$ cat config.mk
export PLATFORM = sky130hd
export DESIGN_NAME = lrb_prefetch_ctrl
export DESIGN_NICKNAME = d
export VERILOG_FILES = /design/src/rtl/lrb_pkg.sv /design/src/rtl/lrb_lru_rank.sv /design/src/rtl/lrb_victim_sel.sv /design/src/rtl/lrb_prefetch_ctrl.sv
export SDC_FILE = /design/constraint.sdc
export NUM_CORES = 1
export LEC_CHECK = 0
export ABC_CLOCK_PERIOD_IN_PS = 8300
export BUFFER_PORTS_ARGS = -buffer_cell sky130_fd_sc_hd__buf_2
export CORE_MARGIN = 5
export CORE_UTILIZATION = 55
export CTS_BUF_LIST = sky130_fd_sc_hd__clkbuf_8
export CTS_CLUSTER_SIZE = 24
export DETAILED_ROUTE_END_ITERATION = 6
export PLACE_DENSITY = 0.72
export SYNTH_ARGS = -nofsm -noshare
export SYNTH_HDL_FRONTEND = slang
export SYNTH_HIERARCHICAL = 1
export SYNTH_SLANG_ARGS = --single-unit
$ cat constraint.sdc
create_clock -name clk -period 8.3 [get_ports clk]
set_input_delay 1.66 -clock clk [delete_from_list [all_inputs] [get_ports clk]]
set_output_delay 1.66 -clock clk [all_outputs]
set_load 0.03 [all_outputs]
$ cat src/rtl/lrb_pkg.sv
package lrb_pkg;

    typedef enum logic [1:0] {
        ST_IDLE     = 2'd0,
        ST_FETCH    = 2'd1,
        ST_PREFETCH = 2'd2
    } lrb_state_e;

    // Trigger select: bit 0 admits instruction fetches, bit 1 admits data reads
    function automatic logic pf_type_ok(input logic [1:0] mode, input logic is_instr);
        return is_instr ? mode[0] : mode[1];
    endfunction

endpackage

$ cat src/rtl/lrb_lru_rank.sv
module lrb_lru_rank #(
    parameter int NBUF = 4,
    localparam int IDX_W = (NBUF > 1) ? $clog2(NBUF) : 1
) (
    input  logic                       clk,
    input  logic                       rst_n,
    input  logic                       promote,
    input  logic [IDX_W-1:0]           promote_idx,
    output logic [NBUF-1:0][IDX_W-1:0] rank
);

    always_ff @(posedge clk or negedge rst_n) begin
        if (!rst_n) begin
            for (int i = 0; i < NBUF; i++) rank[i] <= IDX_W'(i);
        end else if (promote) begin
            for (int i = 0; i < NBUF; i++) begin
                if (IDX_W'(i) == promote_idx)
                    rank[i] <= '0;
                else if (rank[i] < rank[promote_idx])
                    rank[i] <= rank[i] + 1'b1;
            end
        end
    end

    // every rank value is held by exactly one buffer
    for (genvar v = 0; v < NBUF; v++) begin : g_perm
        logic [NBUF-1:0] owner;
        always_comb begin
            for (int i = 0; i < NBUF; i++) owner[i] = (rank[i] == IDX_W'(v));
        end
        a_r11_rank_perm: assert property (@(posedge clk) disable iff (!rst_n)
            $countones(owner) == 1);
    end

endmodule

$ cat src/rtl/lrb_victim_sel.sv
module lrb_victim_sel #(
    parameter int NBUF = 4,
    localparam int IDX_W = (NBUF > 1) ? $clog2(NBUF) : 1
) (
    input  logic [NBUF-1:0][IDX_W-1:0] rank,
    input  logic [NBUF-1:0]            elig,
    output logic [IDX_W-1:0]           victim,
    output logic                       any_elig
);

    logic [IDX_W-1:0] oldest;

    always_comb begin
        any_elig = 1'b0;
        victim   = '0;
        oldest   = '0;
        for (int i = 0; i < NBUF; i++) begin
            if (elig[i] && (!any_elig || rank[i] > oldest)) begin
                any_elig = 1'b1;
                oldest   = rank[i];
                victim   = IDX_W'(i);
            end
        end
    end

endmodule

$ cat src/rtl/lrb_prefetch_ctrl.sv
module lrb_prefetch_ctrl
    import lrb_pkg::*;
#(
    parameter int NBUF   = 4,
    parameter int ADDR_W = 16,
    parameter int DATA_W = 32,
    parameter int WORDS  = 4,
    parameter int NMST   = 4,
    localparam int OFF_W  = $clog2(WORDS),
    localparam int LINE_W = ADDR_W - OFF_W,
    localparam int LBITS  = WORDS * DATA_W,
    localparam int MST_W  = (NMST > 1) ? $clog2(NMST) : 1,
    localparam int IDX_W  = (NBUF > 1) ? $clog2(NBUF) : 1
) (
    input  logic              clk,
    input  logic              rst_n,
    input  logic              req_valid,
    input  logic [ADDR_W-1:0] req_addr,
    input  logic              req_instr,
    input  logic [MST_W-1:0]  req_master,
    output logic              resp_valid,
    output logic [DATA_W-1:0] resp_data,
    input  logic [1:0]        pf_mode,
    input  logic [NMST-1:0]   pf_master_en,
    input  logic [NBUF-1:0]   alloc_instr_en,
    input  logic [NBUF-1:0]   alloc_data_en,
    output logic              arr_req,
    output logic [LINE_W-1:0] arr_line_addr,
    input  logic              arr_ack,
    input  logic [LBITS-1:0]  arr_line
);

    lrb_state_e state_q, state_d;

    logic [NBUF-1:0]              vld_q;
    logic [LINE_W-1:0]            tag_q  [NBUF];
    logic [LBITS-1:0]             line_q [NBUF];
    logic [OFF_W-1:0]             cur_word_q;
    logic                         cur_instr_q;
    logic [MST_W-1:0]             cur_master_q;
    logic [LINE_W-1:0]            arr_addr_q;

    logic [LINE_W-1:0]            req_line, next_line;
    logic [OFF_W-1:0]             req_word;
    logic                         hit, next_hit;
    logic [IDX_W-1:0]             hit_idx;
    logic [NBUF-1:0]              elig;
    logic [IDX_W-1:0]             victim;
    logic                         any_elig;
    logic [NBUF-1:0][IDX_W-1:0]   rank;
    logic                         promote;
    logic [IDX_W-1:0]             promote_idx;
    logic                         take_hit, take_miss, fill_ack, pf_ack, pf_go;

    assign req_line  = req_addr[ADDR_W-1:OFF_W];
    assign req_word  = req_addr[OFF_W-1:0];
    assign next_line = arr_addr_q + {{(LINE_W-1){1'b0}}, 1'b1};

    // Tag lookup for the bus request and for the candidate next line
    always_comb begin
        hit      = 1'b0;
        hit_idx  = '0;
        next_hit = 1'b0;
        for (int i = 0; i < NBUF; i++) begin
            if (vld_q[i] && tag_q[i] == req_line) begin
                hit     = 1'b1;
                hit_idx = IDX_W'(i);
            end
            if (vld_q[i] && tag_q[i] == next_line) next_hit = 1'b1;
        end
    end

    assign elig = ((state_q == ST_IDLE) ? req_instr : cur_instr_q) ? alloc_instr_en
                                                                   : alloc_data_en;

    lrb_victim_sel #(.NBUF(NBUF)) u_victim (
        .rank     (rank),
        .elig     (elig),
        .victim   (victim),
        .any_elig (any_elig)
    );

    lrb_lru_rank #(.NBUF(NBUF)) u_rank (
        .clk         (clk),
        .rst_n       (rst_n),
        .promote     (promote),
        .promote_idx (promote_idx),
        .rank        (rank)
    );

    assign take_hit  = (state_q == ST_IDLE) && req_valid && hit;
    assign take_miss = (state_q == ST_IDLE) && req_valid && !hit;
    assign fill_ack  = (state_q == ST_FETCH) && arr_ack;
    assign pf_ack    = (state_q == ST_PREFETCH) && arr_ack;
    assign pf_go     = pf_type_ok(pf_mode, cur_instr_q) && pf_master_en[cur_master_q]
                       && !next_hit && any_elig;

    // Next-state logic
    always_comb begin
        state_d = state_q;
        unique case (state_q)
            ST_IDLE:     if (take_miss) state_d = ST_FETCH;                        // T_MISS
            ST_FETCH:    if (arr_ack)   state_d = pf_go ? ST_PREFETCH : ST_IDLE;  // T_FILL_PF / T_FILL
            ST_PREFETCH: if (arr_ack)   state_d = ST_IDLE;                        // T_PF_DONE
            default:                    state_d = ST_IDLE;
        endcase
    end

    // State register
    always_ff @(posedge clk or negedge rst_n) begin
        if (!rst_n) state_q <= ST_IDLE;
        else        state_q <= state_d;
    end

    // Outputs
    always_comb begin
        resp_valid  = 1'b0;
        resp_data   = '0;
        arr_req     = 1'b0;
        promote     = 1'b0;
        promote_idx = victim;
        unique case (state_q)
            ST_IDLE: begin
                if (take_hit) begin
                    resp_valid  = 1'b1;
                    resp_data   = line_q[hit_idx][int'(req_word)*DATA_W +: DATA_W];
                    promote     = 1'b1;
                    promote_idx = hit_idx;
                end
            end
            ST_FETCH: begin
                arr_req = 1'b1;
                if (arr_ack) begin
                    resp_valid = 1'b1;
                    resp_data  = arr_line[int'(cur_word_q)*DATA_W +: DATA_W];
                    promote    = any_elig;
                end
            end
            ST_PREFETCH: arr_req = 1'b1;
            default: ;
        endcase
    end

    assign arr_line_addr = arr_addr_q;

    // Buffer storage and request capture
    always_ff @(posedge clk or negedge rst_n) begin
        if (!rst_n) begin
            vld_q        <= '0;
            cur_word_q   <= '0;
            cur_instr_q  <= 1'b0;
            cur_master_q <= '0;
            arr_addr_q   <= '0;
            for (int i = 0; i < NBUF; i++) begin
                tag_q[i]  <= '0;
                line_q[i] <= '0;
            end
        end else begin
            if (take_miss) begin
                arr_addr_q   <= req_line;
                cur_word_q   <= req_word;
                cur_instr_q  <= req_instr;
                cur_master_q <= req_master;
            end
            if ((fill_ack || pf_ack) && any_elig) begin
                vld_q[victim]  <= 1'b1;
                tag_q[victim]  <= arr_addr_q;
                line_q[victim] <= arr_line;
            end
            if (fill_ack && pf_go) arr_addr_q <= next_line;
        end
    end

    a_r2_arr_hold: assert property (@(posedge clk) disable iff (!rst_n)
        (arr_req && !arr_ack) |=> (arr_req && $stable(arr_line_addr)));

    a_r1_hit_mru: assert property (@(posedge clk) disable iff (!rst_n)
        take_hit |=> (rank[$past(hit_idx)] == '0));

    a_r3_fill_mru: assert property (@(posedge clk) disable iff (!rst_n)
        (fill_ack && any_elig) |=> (rank[$past(victim)] == '0));

    a_r7_prefetch_keeps_rank: assert property (@(posedge clk) disable iff (!rst_n)
        pf_ack |=> $stable(rank));

    a_r8_silent_prefetch: assert property (@(posedge clk) disable iff (!rst_n)
        (state_q == ST_PREFETCH) |-> !resp_valid);

    a_r9_victim_eligible: assert property (@(posedge clk) disable iff (!rst_n)
        any_elig |-> elig[victim]);

endmodule

==> results of run 1 <==
## power by group
group,internal (mW),switching [mW],total [mW]
sequential,4.40,1.01,5.42
clock,1.39,1.20,2.58
combinational,2.66,2.32,4.98
total,8.45,4.53,13.0
## path summary, 6_finish.rpt
| kind | start | endpoint | slack [ns] | depth (start not counted) |
|---|---|---|---|---|
| setup / recovery | req_instr | u_rank/rank[5] | 0.77 | 27 |
| hold / removal | line_q[217] | line_q[217] | 0.50 | 1 |
| setup reg to reg | state_q[0] | u_rank/rank[5] | 1.01 | 28 |
| hold reg to reg | line_q[217] | line_q[217] | 0.50 | 1 |
| max in group asynchronous | rst_n | line_q[212] | 5.76 | 2 |
| min in group asynchronous | rst_n | u_rank/rank[1] | 1.00 | 1 |
## cell families after synthesis
group | Yosys count | synth area share
flops | 601 | 0.486
compound gates | 425 | 0.0901
xor+xnor | 102 | 0.0297
buf+inv | 239 | 0.0309
mux | 755 | 0.281
simple gates | 488 | 0.0767
fa+ha+maj | 14 | 0.00566
## metal layers
metal / GRT usage / up-vias / routed length [um]
met5: 0 / - / 157
met4: 0.0982 / 22 / 2640
met3: 0.0704 / 196 / 5920
met2: 0.462 / 733 / 42000
met1: 0.362 / 11471 / 35400
li1: - / 9912 / -
## synth_stat cells, types with 4 or more instances
| master | count |
|---|---|
| a21oi_1 | 102 |
| dfrtp_1 | 597 |
| nor4_1 | 14 |
| a31oi_1 | 5 |
| nor2_1 | 84 |
| o211ai_1 | 22 |
| xor2_1 | 19 |
| and4_1 | 4 |
| o22ai_1 | 20 |
| nand2b_1 | 10 |
| nor2b_1 | 17 |
| a221oi_1 | 16 |
| ha_1 | 14 |
| o31ai_1 | 21 |
| nor3b_1 | 11 |
| a211oi_1 | 93 |
| mux2_2 | 566 |
| inv_1 | 29 |
| and2_1 | 4 |
| buf_2 | 20 |
| clkbuf_1 | 175 |
| nand3_1 | 92 |
| a21o_1 | 4 |
| mux2i_1 | 150 |
| or3_1 | 12 |
| nand4_1 | 20 |
| o21a_1 | 6 |
| dfstp_2 | 4 |
| buf_1 | 8 |
| mux4_2 | 33 |
| nor3_1 | 9 |
| o21ai_0 | 93 |
| and3_1 | 8 |
| or4_1 | 5 |
| nand2_1 | 176 |
| xnor2_1 | 81 |
## placed cells by master, fill, tap and decap left out, drive strengths merged, types with 8 or more instances in the layout
cell type  count
dfrtp        597
mux2         571
buf          252
nand2        177
mux2i        150
clkbuf       126
a21oi        102
o21ai         94
a211oi        93
nand3         92
nor2          84
xnor2         81
inv           64
mux4          34
o211ai        22
o31ai         21
nand4         21
o22ai         20
xor2          19
a221oi        18
nor2b         17
nor4          16
diode         15
ha            14
or3           12
nor3b         11
nand2b        10
nor3          10
clkinv         9
and3           8
## through the flow
step           total power [mW]  hold slack [ns]  instances  cell area [um2]
2_1_floorplan              9.03            0.452       2624            31000
3_3_place_gp               10.1            0.475       3423            32700
3_5_place_dp               10.4            0.490       3423            32700
4_1_cts                    13.0            0.503       3598            34700
5_1_grt                    13.8            0.512       3607            34700
6_report                   13.0            0.499       3613            34700
## flip-flops by register name, indices dropped and copies added (netlist names)
name	flops
vld_q	4
cur_word_q	2
u_rank/rank	8
state_q	2
tag_q	56
cur_master_q	2
cur_instr_q	1
arr_line_addr	14
line_q	512
## layout make-up
class	count	share of cell area
antenna	15	0.00108
clock buffer	126	0.0499
inverter	30	0.00324
multi-input combinational	1784	0.433
timing repair buffer	252	0.0449
tap	756	0.0272
sequential	601	0.433
clock inverter	49	0.00706
==> impl_metrics.toml, run 1 <==
[outcome]
status = "complete, no violations"

[setup_path]
crit_type = "input pin to flip-flop"
cpLargestDelayFamily = "compound AO/OA/AOI/OAI gates"
cp_slowest_cell = "mux4_1"
cpMostUsedCell = "ha_1"
critPathMaxFanout = 10
crit_buf_inv = 3
end_kind = "flip-flop"
cp_slowest_stage_delay_ns = 0.65
crit_required_ns = 8.91
arrival_ns = 8.14
start_kind = "input pin"

[detailed_routing]
drt_iter0_drc = 1535
drt-wirelength-per-cell_um = 23.8
via_per_inst = 6.18
dr.pass1.iters = 6
antenna_left = 0
vias = 22334
wl_um = 86100
drc = 0

[yosys]
synth.ff_latch_count = 601
synth_cell_types = 83
synth-edff-count = 0
syn_area_mm2 = 0.0310
yosys_warnings = 6
syn_avg_cell_area_um2 = 11.8
yosysSeqAreaShare = 0.486
synth_nets = 2803
yosysTopAreaCell = "dfrtp_1"
yosys.area.top_type_share = 0.482
synth.area.top_cells = "dfrtp_1 48%, mux2_2 21%, mux2i_1 4.8%"
synthFlopType = "dfrtp_1"
async_flop_share = 1.00
synth_cells = 2624

[cts]
cts_resized = 0
cts_buffer_depth = 3
insertion_delay_ns = 0.68
numCtsBuffers = 100
hold_buffers = 0
root_buffer = "clkbuf_8"
post_cts_buffers = 0
clock-sinks = 601
clk_pin_slew_ns = 0.06
cts_tree = "yes"
ctsHtreeMaxLevel = 3

[timing]
fin_skew_ns = 0.0195
finalHoldViolCount = 0
slew_viol_final = 0
rsz0062_at_grt = "false"
worstMarginPinSlew_ns = 1.13
period_needed_ns = 7.53
finalSetupViolCount = 0
finalSetupTns_ns = 0
fin_ws_ns = 0.769
relSlewSlack = 0.245
finalCritPeriodShare = 0.907
fmax_ghz = 0.133

[power]
irDropWorstVdd_mv = 0.196
power_density_mw_per_mm2 = 374
cellLeakagePower_nw = 14.6

[layout]
drive_above_1_share = 0.363
fin_nets = 2948
sequential_cell_area_mm2 = 0.0150
multi_input_area_mm2 = 0.0150
area_growth_syn_to_layout_pct = 12.1
nFillCells = 4453
utilization = 0.619

[floorplan]
rows = 87
core_mm2 = 0.0561
initial_core_util = 0.552
die_x_um = 247
chipHeight_um = 247
ios = 213
dieArea_mm2 = 0.0612

[global_route]
antenna_found_initial = 30
grt_max_degree = 175
grt_pass1_wl_um = 134000
grt_pass1_vias = 23320
grt_usage = 0.280
overflow = 0

[placed_design]
post-place-ws_ns = 0.257
io_buffers = 212
place.gp.congestion = 0.898
dpl.hpwl_um = 54300

[hold_path]
hold_class = "flip-flop to flip-flop"

[flow_run]
timing.max_cap.violations = 0
(Power assumes the default switching activity.)
==> inputs of run 2 (changes only) <==
- CORE_UTILIZATION: 55 -> 35
- PLACE_DENSITY: 0.72 -> 0.49
==> run 2 against run 1 <==
  * Final cell count grew 12%
  * Die area rose by 55%
  * Largest cell class unchanged
  * Largest power group unchanged
  * Register-to-register slack gained 0.38 ns
  * Sequential power barely moved
==> impl_metrics.toml, run 2 (synthesis gave the netlist of run 1 again) <==
[layout]
largest_reg_flops = 512
regMostFlops = "line_q"
utilization = 0.403
stdcell_area_mm2 = 0.0355
final_cell_mix = "595 x dfrtp_1, 566 x mux2_2, 211 x buf_2"
drive_above_1_share = 0.366
final_common_cell = "dfrtp_1"
fin_nets = 2968
nFillCells = 8528
area_growth_syn_to_layout_pct = 14.7

[floorplan]
chipHeight_um = 307
ios = 213
initial_core_util = 0.352
die_x_um = 307
rows = 109
core_mm2 = 0.0881
dieArea_mm2 = 0.0945

[setup_path]
arrival_ns = 7.80
crit_type = "input pin to flip-flop"
end_kind = "flip-flop"
crit_required_ns = 8.96
critPathMaxFanout = 10
start_kind = "input pin"

[detailed_routing]
drc = 0
drt-wirelength-per-cell_um = 24.0
antenna_left = 0
via_per_inst = 5.46
drt_iter0_drc = 1165
dr.pass1.iters = 7
vias = 22137
wl_um = 97200

[global_route]
grt_pass1_wl_um = 149000
top_usage_layer = "met2"
antenna_found_initial = 44
grt_util_met3 = 0.0534
overflow = 0
grt_pass1_vias = 23667
grt.met2_usage = 0.344
grt_max_degree = 180
use_met1 = 0.257
grt_usage = 0.203

[timing]
finalSetupTns_ns = 0
finalHoldViolCount = 0
fin_skew_ns = 0.0513
fmax_ghz = 0.140
slew_viol_final = 0
worstMarginPinSlew_ns = 1.22
period_needed_ns = 7.14
finalCritPeriodShare = 0.860
relSlewSlack = 0.185
rsz0062_at_grt = "false"
finalSetupViolCount = 0

[cts]
hold_buffers = 0
cts_buffer_depth = 3
ctsHtreeMaxLevel = 3
insertion_delay_ns = 0.74
clk_pin_slew_ns = 0.06
clock-sinks = 601
post_cts_buffers = 0
root_buffer = "clkbuf_8"
numCtsBuffers = 110
cts_tree = "yes"
cts_resized = 0

[power]
cellLeakagePower_nw = 14.8
total_power_mw = 13.2
power_density_mw_per_mm2 = 371
irDropWorstVdd_mv = 0.159

[placed_design]
dpl.hpwl_um = 60800
io_buffers = 212
place.gp.congestion = 0.858
dpl-instance-area_mm2 = 0.0333

[hold_path]
hold_class = "flip-flop to flip-flop"

[flow_run]
timing.max_cap.violations = 0

[outcome]
status = "complete, no violations"
==> run 2: cell types whose count changed in the layout (fill, tap and decap cells not counted), moves of 3 or more <==
cell / before / now
buf_12: 15 / 18
diode_2: 15 / 19
inv_1: 62 / 71
buf_4: 25 / 32
clkinvlp_4: 5 / 2
clkbuf_8: 126 / 134
==> run 2: metal layers <==
metal | vias to the layer above | share of wire
met3 | 202 | 0.060
met5 | - | 0.0015
met1 | 11426 | 0.43
li1 | 9981 | -
met2 | 506 | 0.49
met4 | 22 | 0.025
==> run 2: per-stage QoR <==
step           setup slack (ns)  hold WS (ns)  cells
6_report                   1.16         0.498   4053
5_1_grt                   0.709         0.515   4039
4_1_cts                    1.28         0.503   4034
3_5_place_dp              0.490         0.490   3842
3_3_place_gp              0.673         0.481   3842
2_1_floorplan              1.10         0.452   2624
==> run 2: path summary, 6_finish.rpt <==
path	slack, ns	endpoint	start	cells after the start
max reg2reg	1.39	u_rank/rank[5]	state_q[0]	29
max in group asynchronous	5.77	line_q[272]	rst_n	2
min	0.50	line_q[156]	line_q[156]	1
min in group asynchronous	0.96	cur_master_q[1]	rst_n	1
max	1.16	u_rank/rank[5]	req_instr	28
min reg2reg	0.50	line_q[156]	line_q[156]	1
==> run 2: layout make-up <==
| type | instances | area, um2 | area share |
|---|---|---|---|
| inverters | 30 | 113 | 0.00317 |
| flip-flops and latches | 601 | 15000 | 0.424 |
| multi-input cells | 1784 | 15000 | 0.424 |
| diodes | 19 | 47.5 | 0.00134 |
| clock buffers | 134 | 1840 | 0.0519 |
| repair buffers | 262 | 1670 | 0.0471 |
| clock inverters | 58 | 288 | 0.00810 |
| well taps | 1165 | 1460 | 0.0410 |
==> run 2: worst max-delay path: stages <==
cell and delay [ns]:
buf_2 0.10, mux2i_1 0.33, mux2_2 0.44, nand2_1 0.08
ha_1 0.25, nor2b_1 0.15, o311a_1 0.35, a32oi_1 0.22
ha_1 0.28, nor2b_1 0.14, a2bb2oi_1 0.14, o21ai_1 0.30
mux2_1 0.36, ha_1 0.30, nor2b_1 0.14, a2bb2oi_1 0.21
nand2_1 0.07, o221ai_1 0.07, buf_4 0.20, nand2_1 0.05
o21ai_0 0.09, buf_4 0.20, mux4_1 0.55, inv_1 0.15
ha_1 0.29, nor3b_1 0.31, o21ai_0 0.12, a32o_1 0.22
==> run 2: report_power, final <==
part           internal [mW]  leakage, nW  switching, mW
Combinational           2.68         6.27           2.35
Sequential              4.40         7.25          0.993
Clock                   1.45         1.26           1.29
Total                   8.54         14.8           4.64
